===== config.mk =====
export PLATFORM = sky130hd
export DESIGN_NAME = adram_ctrl
export DESIGN_NICKNAME = d
export VERILOG_FILES = /design/src/rtl/adram_ctrl.sv
export SDC_FILE = /design/constraint.sdc
export NUM_CORES = 1
export LEC_CHECK = 0
export ABC_CLOCK_PERIOD_IN_PS = 2600
export BUFFER_PORTS_ARGS = -buffer_cell sky130_fd_sc_hd__buf_2
export CAP_MARGIN = 20
export CORE_MARGIN = 3
export CORE_UTILIZATION = 48
export DETAILED_ROUTE_END_ITERATION = 8
export HOLD_SLACK_MARGIN = 0.15
export PLACE_DENSITY = 0.74
export SKIP_CTS_REPAIR_TIMING = 1
export SLEW_MARGIN = 5
export SYNTH_ARGS = -nofsm -noshare
export SYNTH_HDL_FRONTEND = slang
export SYNTH_SLANG_ARGS = --single-unit

===== constraint.sdc =====
create_clock -name clk -period 2.6 [get_ports clk]
set_input_delay 0.52 -clock clk [delete_from_list [all_inputs] [get_ports clk]]
set_output_delay 0.52 -clock clk [all_outputs]
set_load 0.02 [all_outputs]

===== src/rtl/adram_ctrl.sv =====
module adram_ctrl #(
  parameter int ROW_W        = 12,
  parameter int COL_W        = 9,
  parameter int DATA_W       = 8,
  parameter int LEN_W        = 4,
  parameter int T_RCD        = 3,
  parameter int T_CAS        = 2,
  parameter int T_CP         = 1,
  parameter int T_RP         = 3,
  parameter int T_RAS        = 5,
  parameter int REF_INTERVAL = 488
) (
  input  logic                    clk,
  input  logic                    rst_n,
  input  logic                    req,
  input  logic [ROW_W+COL_W-1:0]  addr,
  input  logic                    rd,
  input  logic [LEN_W-1:0]        len_m1,
  input  logic [DATA_W-1:0]       wdata,
  output logic                    ready,
  output logic                    done,
  output logic [DATA_W-1:0]       rdata,
  output logic [((ROW_W > COL_W) ? ROW_W : COL_W)-1:0] dram_addr,
  output logic                    dram_ras_n,
  output logic                    dram_cas_n,
  output logic                    dram_cs_n,
  output logic                    dram_rw,
  output logic [DATA_W-1:0]       dram_dq_out,
  output logic                    dram_dq_oe,
  input  logic [DATA_W-1:0]       dram_dq_in
);
  localparam int MUX_W = (ROW_W > COL_W) ? ROW_W : COL_W;
  localparam int TA    = (T_RCD > T_CAS) ? T_RCD : T_CAS;
  localparam int TB    = (TA > T_CP) ? TA : T_CP;
  localparam int TC    = (TB > T_RP) ? TB : T_RP;
  localparam int TMAX  = (TC > T_RAS) ? TC : T_RAS;
  localparam int CNT_W = $clog2(TMAX + 1);
  localparam int REF_W = $clog2(REF_INTERVAL + 1);
  localparam logic [REF_W-1:0] REF_LOAD = REF_W'(REF_INTERVAL - 1);

  typedef enum logic [2:0] {
    S_IDLE, S_RSET, S_RCD, S_CSET, S_CASL, S_REF, S_PRE
  } st_t;

  st_t               st;
  logic [CNT_W-1:0]  cnt;
  logic [COL_W-1:0]  col_q;
  logic [LEN_W-1:0]  beats;
  logic              rd_q, ref_q, ref_pend;
  logic [REF_W-1:0]  ref_timer;
  logic [ROW_W-1:0]  ref_row;
  logic [MUX_W-1:0]  mux_q;
  logic              ras_q, cas_q, done_q;
  logic [DATA_W-1:0] rdata_q;
  logic              cnt_zero;

  assign cnt_zero    = (cnt == '0);
  assign ready       = (st == S_IDLE) && !ref_pend;
  assign done        = done_q;
  assign rdata       = rdata_q;
  assign dram_addr   = mux_q;
  assign dram_ras_n  = ras_q;
  assign dram_cas_n  = cas_q;
  assign dram_cs_n   = (st == S_IDLE);
  assign dram_rw     = rd_q;
  assign dram_dq_oe  = ~rd_q;
  assign dram_dq_out = wdata;

  always_ff @(posedge clk or negedge rst_n) begin
    if (!rst_n) begin
      st        <= S_IDLE;
      cnt       <= '0;
      col_q     <= '0;
      beats     <= '0;
      rd_q      <= 1'b1;
      ref_q     <= 1'b0;
      ref_pend  <= 1'b0;
      ref_timer <= REF_LOAD;
      ref_row   <= '0;
      mux_q     <= '0;
      ras_q     <= 1'b1;
      cas_q     <= 1'b1;
      done_q    <= 1'b0;
      rdata_q   <= '0;
    end else begin
      done_q <= 1'b0;
      case (st)
        S_IDLE: begin
          if (ref_pend) begin
            ref_pend <= 1'b0;
            ref_q    <= 1'b1;
            rd_q     <= 1'b1;
            mux_q    <= MUX_W'(ref_row);
            st       <= S_RSET;
          end else if (req) begin
            ref_q <= 1'b0;
            rd_q  <= rd;
            col_q <= addr[COL_W-1:0];
            beats <= len_m1;
            mux_q <= MUX_W'(addr[ROW_W+COL_W-1:COL_W]);
            st    <= S_RSET;
          end
        end
        S_RSET: begin
          ras_q <= 1'b0;
          cnt   <= ref_q ? CNT_W'(T_RAS - 1) : CNT_W'(T_RCD - 1);
          st    <= ref_q ? S_REF : S_RCD;
        end
        S_RCD: begin
          if (!cnt_zero) cnt <= cnt - 1'b1;
          else begin
            mux_q <= MUX_W'(col_q);
            cnt   <= CNT_W'(T_CP - 1);
            st    <= S_CSET;
          end
        end
        S_CSET: begin
          if (!cnt_zero) cnt <= cnt - 1'b1;
          else begin
            cas_q <= 1'b0;
            cnt   <= CNT_W'(T_CAS - 1);
            st    <= S_CASL;
          end
        end
        S_CASL: begin
          if (!cnt_zero) cnt <= cnt - 1'b1;
          else begin
            cas_q  <= 1'b1;
            done_q <= 1'b1;
            if (rd_q) rdata_q <= dram_dq_in;
            if (beats == '0) begin
              ras_q <= 1'b1;
              rd_q  <= 1'b1;
              cnt   <= CNT_W'(T_RP - 1);
              st    <= S_PRE;
            end else begin
              beats <= beats - 1'b1;
              col_q <= col_q + 1'b1;
              mux_q <= MUX_W'(COL_W'(col_q + 1'b1));
              cnt   <= CNT_W'(T_CP - 1);
              st    <= S_CSET;
            end
          end
        end
        S_REF: begin
          if (!cnt_zero) cnt <= cnt - 1'b1;
          else begin
            ras_q   <= 1'b1;
            ref_row <= ref_row + 1'b1;
            cnt     <= CNT_W'(T_RP - 1);
            st      <= S_PRE;
          end
        end
        S_PRE: begin
          if (!cnt_zero) cnt <= cnt - 1'b1;
          else st <= S_IDLE;
        end
        default: st <= S_IDLE;
      endcase
      if (ref_timer == '0) begin
        ref_timer <= REF_LOAD;
        ref_pend  <= 1'b1;
      end else begin
        ref_timer <= ref_timer - 1'b1;
      end
    end
  end
endmodule



== After elaboration in Yosys (flattened, before gate mapping) ==
Cells that the tools add are included.
Operators by class
  add/subtract/negate cells: 5
  equal/unequal tests: 17
  mux-type cells: 50
  bitwise gates (word level): 1
  reduce and logical (&&, ||, !) cells: 23
Operators with widths (number)
  12-bit two-way mux: 5
  3-bit two-way mux: 15
  9-bit two-way mux: 5
  12-bit one-hot mux with 3 select lines: 1
  3-bit one-hot mux with 7 select lines: 1
  2-bit inequality test, second input constant: 10
  3-bit one-hot mux with 6 select lines: 1
  9-bit one-hot mux with 2 select lines: 1
  4-bit two-way mux: 4
  12-bit by 1-bit adder with 12-bit output, second input constant: 1
  1-bit two-way mux: 12
  5-bit AND reduction: 2
  9-bit by 1-bit adder with 9-bit output, second input constant: 1
  3-bit == test, second input constant: 3
  9-bit logical NOT: 1
  9-bit by 1-bit subtractor with 9-bit output, second input constant: 1
  4-bit one-hot mux with 2 select lines: 1
  4-bit AND reduction: 2
  2-bit nonzero test: 4
  3-bit by 2-bit == test with 1-bit output, second input constant: 2
  3-bit logical NOT: 2
  2-bit AND reduction: 3
  3-bit AND reduction: 2
  6-bit AND reduction: 1
  other kinds (13): 15
Word-level totals
  flip-flop bits (word level): 66
  input port bits: 45
  output and inout port bits: 35
  logic and storage cells: 110

== Logic depth before layout (Yosys ltp) ==
Gate-level depths: netlist (run 1).
  word-level depth: 4
  depth in mapped cells: 10
  gate-level depth less buffers: 7

== Worst setup path before layout (run 1) ==
Ideal clock, no wire load.
  kind: reg2reg
  start: register cnt[0]
  end: register mux_q[10], in the netlist dram_addr[10]
  setup time: 0.130 ns
  arrival: 1.883 ns
  data required time: 2.470 ns
  path slack: 0.587 ns
  cell stages (with the launch flop): 11
  path buffers: 3
  clock period less this slack: 2.013 ns
  cell sequence: dfrtp_1 > inv_1 > ha_1 > nand2b_4 > buf_6 > or3_1 > a211o_1 > buf_6 > buf_6 > nand2_1 > o31ai_1
Between the ends
  word-level cells in the longest chain between the ends: 3
  elaborated cells on any way between the ends: 4
  classes of those cells: eq/ne: 2; reduce/logical: 2
RTL lines
  from (decl): line 46  | logic [CNT_W-1:0] cnt;
  from (signal assigned): line 106  | cnt <= ref_q ? CNT_W'(T_RAS - 1) : CNT_W'(T_RCD - 1);
  from (signal assigned): line 110  | if (!cnt_zero) cnt <= cnt - 1'b1;
  from (signal assigned): line 113  | cnt <= CNT_W'(T_CP - 1);
  3-bit logical NOT (*): line 57  | assign cnt_zero = (cnt == '0);
  2-bit inequality test (no source line)
  5-bit AND reduction (no source line) (*)
  to (signal assigned): line 93  | mux_q <= MUX_W'(ref_row);
  to (signal assigned): line 100  | mux_q <= MUX_W'(addr[ROW_W+COL_W-1:COL_W]);
  to (signal assigned): line 112  | mux_q <= MUX_W'(col_q);
  to (decl): line 52  | logic [MUX_W-1:0] mux_q;
Every way passes the cells marked *; elsewhere a longest branch is shown, timed or not.
A chain may end at the register's enable or synchronous reset.

== Worst setup path after layout (run 1) ==
  start: register cnt[0]
  end: register mux_q[11], in the netlist dram_addr[11]
Same word-level chain as after synthesis.

==> results_dict.tcl, run 1 <==
set metrics [dict create \
    coreArea_um2 7410 \
    place_ws_ns 0.387 \
    drt_pre_antenna_iters 4 \
    drive_above_1_share_pct 28.1 \
    cap_violations 0 \
    path_cells "inv_1 > ha_1 > nand2b_4 > or3_1 > a211o_1 > buf_4 > o31ai_1" \
    yosysWarnings 0 \
    yosysSeqAreaShare_pct 44.5 \
    cts_tree "done" \
    clock_skew_ns 0.0114 \
    cp.arrival_ns 2.47 \
    via_per_inst 5.56 \
    netlist_instances 404 \
    clk_latency_ns 0.35 \
    areaGrowthSynthToFinish_pct 14.5 \
    ant_nets 0 \
    gp_congestion 0.870 \
    avgSynthCellArea_um2 9.25 \
    die_h_um 94.3 \
    worst-path-buf-inv 2 \
    drt_iter0_drc 203 \
    synth_flop_cell "dfrtp_1" \
    root_buffer "clkbuf_8" \
    worst_ep_required_time_ns 2.85 \
    cts_sinks 66 \
    status "completed" \
    n_antenna_cell 0 \
    worstSetupPathType "reg -> reg" \
    cp-end-kind "flip-flop" \
    fin_cells 562 \
    cts_max_level 3 \
    rsz0062_at_grt "no" \
    fmax_mhz 449 \
    slowest_delay_ns 0.43 \
    syn-num-nets 455 \
    row_count 31 \
    design.die.area_um2 8880 \
    crit_fanout 12 \
    routed_wl_um 8370 \
    drv_slew 0 \
    overflow 0 \
    hp-class "in -> async" \
    nets 509 \
    pin_count 80 \
    routedWlPerCell_um 14.9 \
    cp-start-kind "flip-flop" \
    min_period_over_period_pct 85.6 \
    grt.total_usage_pct 19.9 \
    antenna_found_initial 0 \
    dpl.hpwl_um 6220 \
    cts.reportedPaths.clkPinSlew_ns 0.08 \
    grt_pass1_wl_um 13800 \
    synthDistinctLibCells 60 \
    hold_viol 0 \
    fin_setup_tns_ns 0 \
    p_leak_nw 1.92 \
    synth.largest_area_cell "dfrtp_1" \
    dp.cells 546 \
    numCtsBuffers 9 \
    peakVddDrop_uv 566 \
    maxSlewHeadroom_pct 53.1 \
    worst_pin_slew_ns 0.704 \
    drc 0 \
    synthArstFlopShare_pct 100 \
    crit_family "compound AO/OA/AOI/OAI gates" \
    io_buffers 63 \
    finalSetupViolCount 0 \
    synth-seq-cells 66 \
    netlist_top_cells_area "dfrtp_1, dfstp_2, o21ai_0" \
    synth_edf_count 0 \
    die_x_um 94.3 \
    synth_area_um2 3740 \
    clock_path_buffers 2 \
    reg2reg_slack_ns 0.38 \
    pwr_density_cell_nw_per_um2 1150 \
    slowest_stage "a211o_1" \
    synth_top_area_share_pct 37.5 \
    min_period_ns 2.23 \
    grt_pass1_vias 2891 \
    vias 3123 \
    grt_start_max_net_pins 38 \
    fin_ws_ns 0.375 \
    initial_utilization_pct 50.5 \
]
-- placed cells by master, fill, tap and decap left out, drive strengths merged, types with 2 or more instances in the layout --
| master | n |
|---|---|
| clkinvlp | 3 |
| and3 | 5 |
| clkinv | 5 |
| a211oi | 4 |
| o31ai | 8 |
| or3 | 5 |
| nand4 | 4 |
| nor3b | 6 |
| ha | 6 |
| o22ai | 2 |
| o21ai | 39 |
| a2bb2oi | 3 |
| xor2 | 8 |
| nand2b | 6 |
| and4 | 3 |
| nor4 | 3 |
| o211ai | 4 |
| clkbuf | 9 |
| inv | 14 |
| nand3 | 16 |
| a22o | 3 |
| or2 | 2 |
| a21oi | 29 |
| nor3 | 11 |
| mux2i | 10 |
| o21a | 3 |
| nor2b | 3 |
| dfstp | 10 |
| a31oi | 2 |
| buf | 77 |
| nand2 | 33 |
| a21o | 4 |
| dfrtp | 56 |
| xnor2 | 9 |
| mux2 | 14 |
| nor2 | 33 |
-- cell usage after synthesis, types with 9 or more instances --
master     n
a21oi_1   29
clkbuf_1  13
dfrtp_1   56
dfstp_2   10
inv_1     14
mux2_2    14
mux2i_1   10
nand2_1   32
nand3_1   16
nor2_1    33
nor3_1    10
o21ai_0   36
xnor2_1    9
-- kinds of logic after synthesis --
family	synth area share [%]
AO/OA/AOI/OAI	18.0
XOR/XNOR	3.98
adder cells (fa/ha/maj)	2.01
buffers and inverters	6.56
flip-flops	44.5
multiplexers	6.89
AND/OR/NAND/NOR	18.0
-- final timing paths --
check,to,start,cells past startpoint
max,dram_addr[11]$_DFFE_PN0P_,cnt[0]$_DFFE_PN0P_,7
max reg2reg,dram_addr[11]$_DFFE_PN0P_,cnt[0]$_DFFE_PN0P_,7
min in group clk,rdata[4]$_DFFE_PN0P_,dram_dq_in[4],2
min,rdata[1]$_DFFE_PN0P_,rst_n,1
max in group asynchronous,dram_rw$_DFFE_PN1P_,rst_n,2
min reg2reg,dram_ras_n$_DFFE_PN1P_,dram_ras_n$_DFFE_PN1P_,2
-- flip-flops by register name, summed over array words and instances, names as in the netlist --
register,flops
st,3
ref_row,12
dram_cas_n,1
done,1
dram_ras_n,1
dram_addr,12
cnt,3
ref_timer,9
ref_q,1
rdata,8
dram_rw,1
beats,4
col_q,9
ref_pend,1
-- through the flow --
stage	cell area [µm²]	hold slack (ns)	util (%)	power, mW
after floorplan	3740	0.224	-	3.55
after global placement	4110	0.453	55.5	4.12
after detailed placement	4110	0.466	55.5	4.21
after CTS	4280	0.234	57.8	4.97
after global routing	4280	0.270	57.8	5.35
final	4280	0.223	57.8	4.94
-- power by group --
group	internal [mW]	switching, mW	leakage (nW)
clock network	0.341	0.406	0.0810
logic	0.998	1.47	1.04
registers	1.40	0.328	0.797
total	2.74	2.21	1.92
-- area by class of cell --
cell class              instances  area (µm²)
repair buffers                 77         433
clock inverters                 7        46.3
flip-flops and latches         66        1660
well taps                      99         124
clock buffers                   9         124
inverters                      15        56.3
multi-input cells             289        1830
fillers                       644        3130
-- per-layer routing --
| metal | track usage [%] | up-vias | part of all wire [%] |
|---|---|---|---|
| met4 | 8.66 | 0 | 1.5 |
| li1 | - | 1540 | - |
| met1 | 28.6 | 1473 | 48 |
| met5 | 0 | - | 0 |
| met3 | 3.85 | 12 | 6.7 |
| met2 | 29.1 | 98 | 44 |
(Power assumes the default switching activity.)
==> run 2: changes to the inputs <==
--- a/config.mk
+++ b/config.mk
@@ -8,11 +8,14 @@
 export ABC_CLOCK_PERIOD_IN_PS = 2600
 export BUFFER_PORTS_ARGS = -buffer_cell sky130_fd_sc_hd__buf_2
 export CAP_MARGIN = 20
+export CELL_PAD_IN_SITES_DETAIL_PLACEMENT = 0
+export CELL_PAD_IN_SITES_GLOBAL_PLACEMENT = 1
 export CORE_MARGIN = 3
-export CORE_UTILIZATION = 48
+export CORE_UTILIZATION = 41
 export DETAILED_ROUTE_END_ITERATION = 8
+export GPL_TIMING_DRIVEN = 0
 export HOLD_SLACK_MARGIN = 0.15
-export PLACE_DENSITY = 0.74
+export PLACE_DENSITY = 0.82
 export SKIP_CTS_REPAIR_TIMING = 1
 export SLEW_MARGIN = 5
 export SYNTH_ARGS = -nofsm -noshare
==> run 2 against run 1 <==
Sequential power fell by 5%. Cell count is 6.6% higher. Combinational power grew 8%. Wire length up 10%. Critical path depth decreased by 3. Design area grew 4.1%. Global-route usage fell by 1.0 points. Critical endpoint is now ready. Highest routed layer unchanged.
==> results_dict.tcl, run 2 (synthesis results as in run 1) <==
set metrics [dict create \
    grt_start_max_net_pins 67 \
    cts_sinks 66 \
    row_count 34 \
    drt_pre_antenna_iters 4 \
    worstSetupPathType "reg -> out" \
    rsz0062_at_grt "no" \
    status "completed" \
    gp_congestion 0.883 \
    grt_pass1_vias 3164 \
    path_cells "buf_2 > buf_1 > nor2_1 > buf_2" \
    clock_path_buffers 2 \
    cts_tree "done" \
    pin_count 80 \
    cap_violations 0 \
    hp-class "in -> async" \
    drt_iter0_drc 242 \
    min_period_over_period_pct 87.5 \
    overflow 0 \
    routed_wl_um 9240 \
    drc 0 \
    hold_viol 0 \
    cts_max_level 3 \
    dpl.hpwl_um 6760 \
    design.die.area_um2 10300 \
    slowest_delay_ns 0.57 \
    grt.total_usage_pct 18.9 \
    regToRegStartpoint "st[1]$_DFFE_PN0P_" \
    worst-path-buf-inv 3 \
    clk_latency_ns 0.35 \
    die_h_um 101 \
    ant_nets 0 \
    min_period_ns 2.28 \
    areaGrowthSynthToFinish_pct 19.2 \
    rr_endpoint "rdata[7]$_DFFE_PN0P_" \
    crit_fanout 10 \
    routedWlPerCell_um 15.4 \
    final_cell_mix "buf_2, dfrtp_1, o21ai_0" \
    drv_slew 0 \
    drive_above_1_share_pct 28.7 \
    peakVddDrop_uv 528 \
    fmax_mhz 440 \
    critPathMostFrequentCell "buf_2" \
    layout_commonest_cell "buf_2" \
    initial_utilization_pct 42.5 \
    cp.arrival_ns 1.76 \
    pwr_density_cell_nw_per_um2 1180 \
    cp-start-kind "flip-flop" \
    vias 3269 \
    worst_r2r_path_depth 6 \
    maxSlewHeadroom_pct 38.8 \
    nets 537 \
    n_antenna_cell 0 \
    fin_setup_tns_ns 0 \
    slowest_stage "buf_1" \
    root_buffer "clkbuf_8" \
    io_buffers 71 \
    grt_pass1_wl_um 15400 \
    worst_pin_slew_ns 0.910 \
    p_leak_nw 2.01 \
    fin_area_um2 4460 \
    worst_ep_required_time_ns 2.08 \
    numCtsBuffers 9 \
    cp-end-kind "primary output" \
    dpl_cell_area_um2 4230 \
    cts.reportedPaths.clkPinSlew_ns 0.08 \
    antenna_found_initial 0 \
    crit_family "buffers and inverters" \
    via_per_inst 5.46 \
    reg2reg_slack_ns 0.36 \
    finalSetupViolCount 0 \
    die_x_um 101 \
    coreArea_um2 8810 \
    clock_skew_ns 0.0105 \
]
==> run 2: cell types whose count changed in the layout (fill, tap and decap cells not counted), sizes merged <==
cell,change
buf,+14
clkinvlp,-1
inv,+1
clkbuf,+15
clkinv,-3
bufinv,+2
==> run 2: how the worst max path moves through the flow <==
| stage | from | endpoint | depth (start not counted) |
|---|---|---|---|
| finish | ref_pend$_DFFE_PN0P_ | ready | 4 |
| global route | cnt[0]$_DFFE_PN0P_ | dram_addr[6]$_DFFE_PN0P_ | 8 |
| floorplan | cnt[0]$_DFFE_PN0P_ | dram_addr[10]$_DFFE_PN0P_ | 10 |
| global placement | st[0]$_DFFE_PN0P_ | dram_addr[6]$_DFFE_PN0P_ | 7 |
| detailed placement | cnt[0]$_DFFE_PN0P_ | dram_addr[0]$_DFFE_PN0P_ | 8 |
| CTS | ref_pend$_DFFE_PN0P_ | ready | 4 |
==> run 2: report_power, final <==
| group | leakage [nW] | total, mW | switching, mW | internal [mW] |
|---|---|---|---|---|
| logic | 1.11 | 2.66 | 1.64 | 1.02 |
| registers | 0.797 | 1.63 | 0.231 | 1.40 |
| clock network | 0.109 | 0.994 | 0.426 | 0.568 |
| total | 2.01 | 5.28 | 2.30 | 2.98 |
==> run 2: worst reg2reg max path, stage by stage, from the launching register on <==
cell     delay (ns)
dfrtp_1        0.45
buf_2          0.21
nor2_1         0.33
nand2_2        0.22
nor2_1         0.30
nand2_1        0.27
mux2_2         0.34
==> run 2: metal layers <==
layer  global-route usage, %  routed length (µm)  up-vias
met5                       0                   0        -
met4                    5.42                  89        0
met3                    4.20                 569        9
met2                    28.7                4120      107
met1                    27.2                4450     1554
li1                        -                   -     1599
==> run 2: metrics by stage <==
step           hold slack [ns]  setup slack [ns]  total power [mW]  std cells  utilization (%)
4_1_cts                  0.299             0.297              5.31        599             50.6
2_1_floorplan            0.224             0.587              3.55        404                -
3_3_place_gp             0.454             0.402              4.24        583             48.0
5_1_grt                  0.319             0.141              5.74        599             50.6
6_report                 0.274             0.325              5.28        599             50.6
3_5_place_dp             0.460             0.393              4.30        583             48.1
==> run 2: area by class of cell <==
type                       instances  area [µm²]
sequential                        66        1660
clock inverter                     6        88.8
fill                             851        4350
tap                              108         135
buffer                            34         189
inverter                          15        56.3
multi-input combinational        289        1830
clock buffer                      10         138
timing repair buffer              71         358
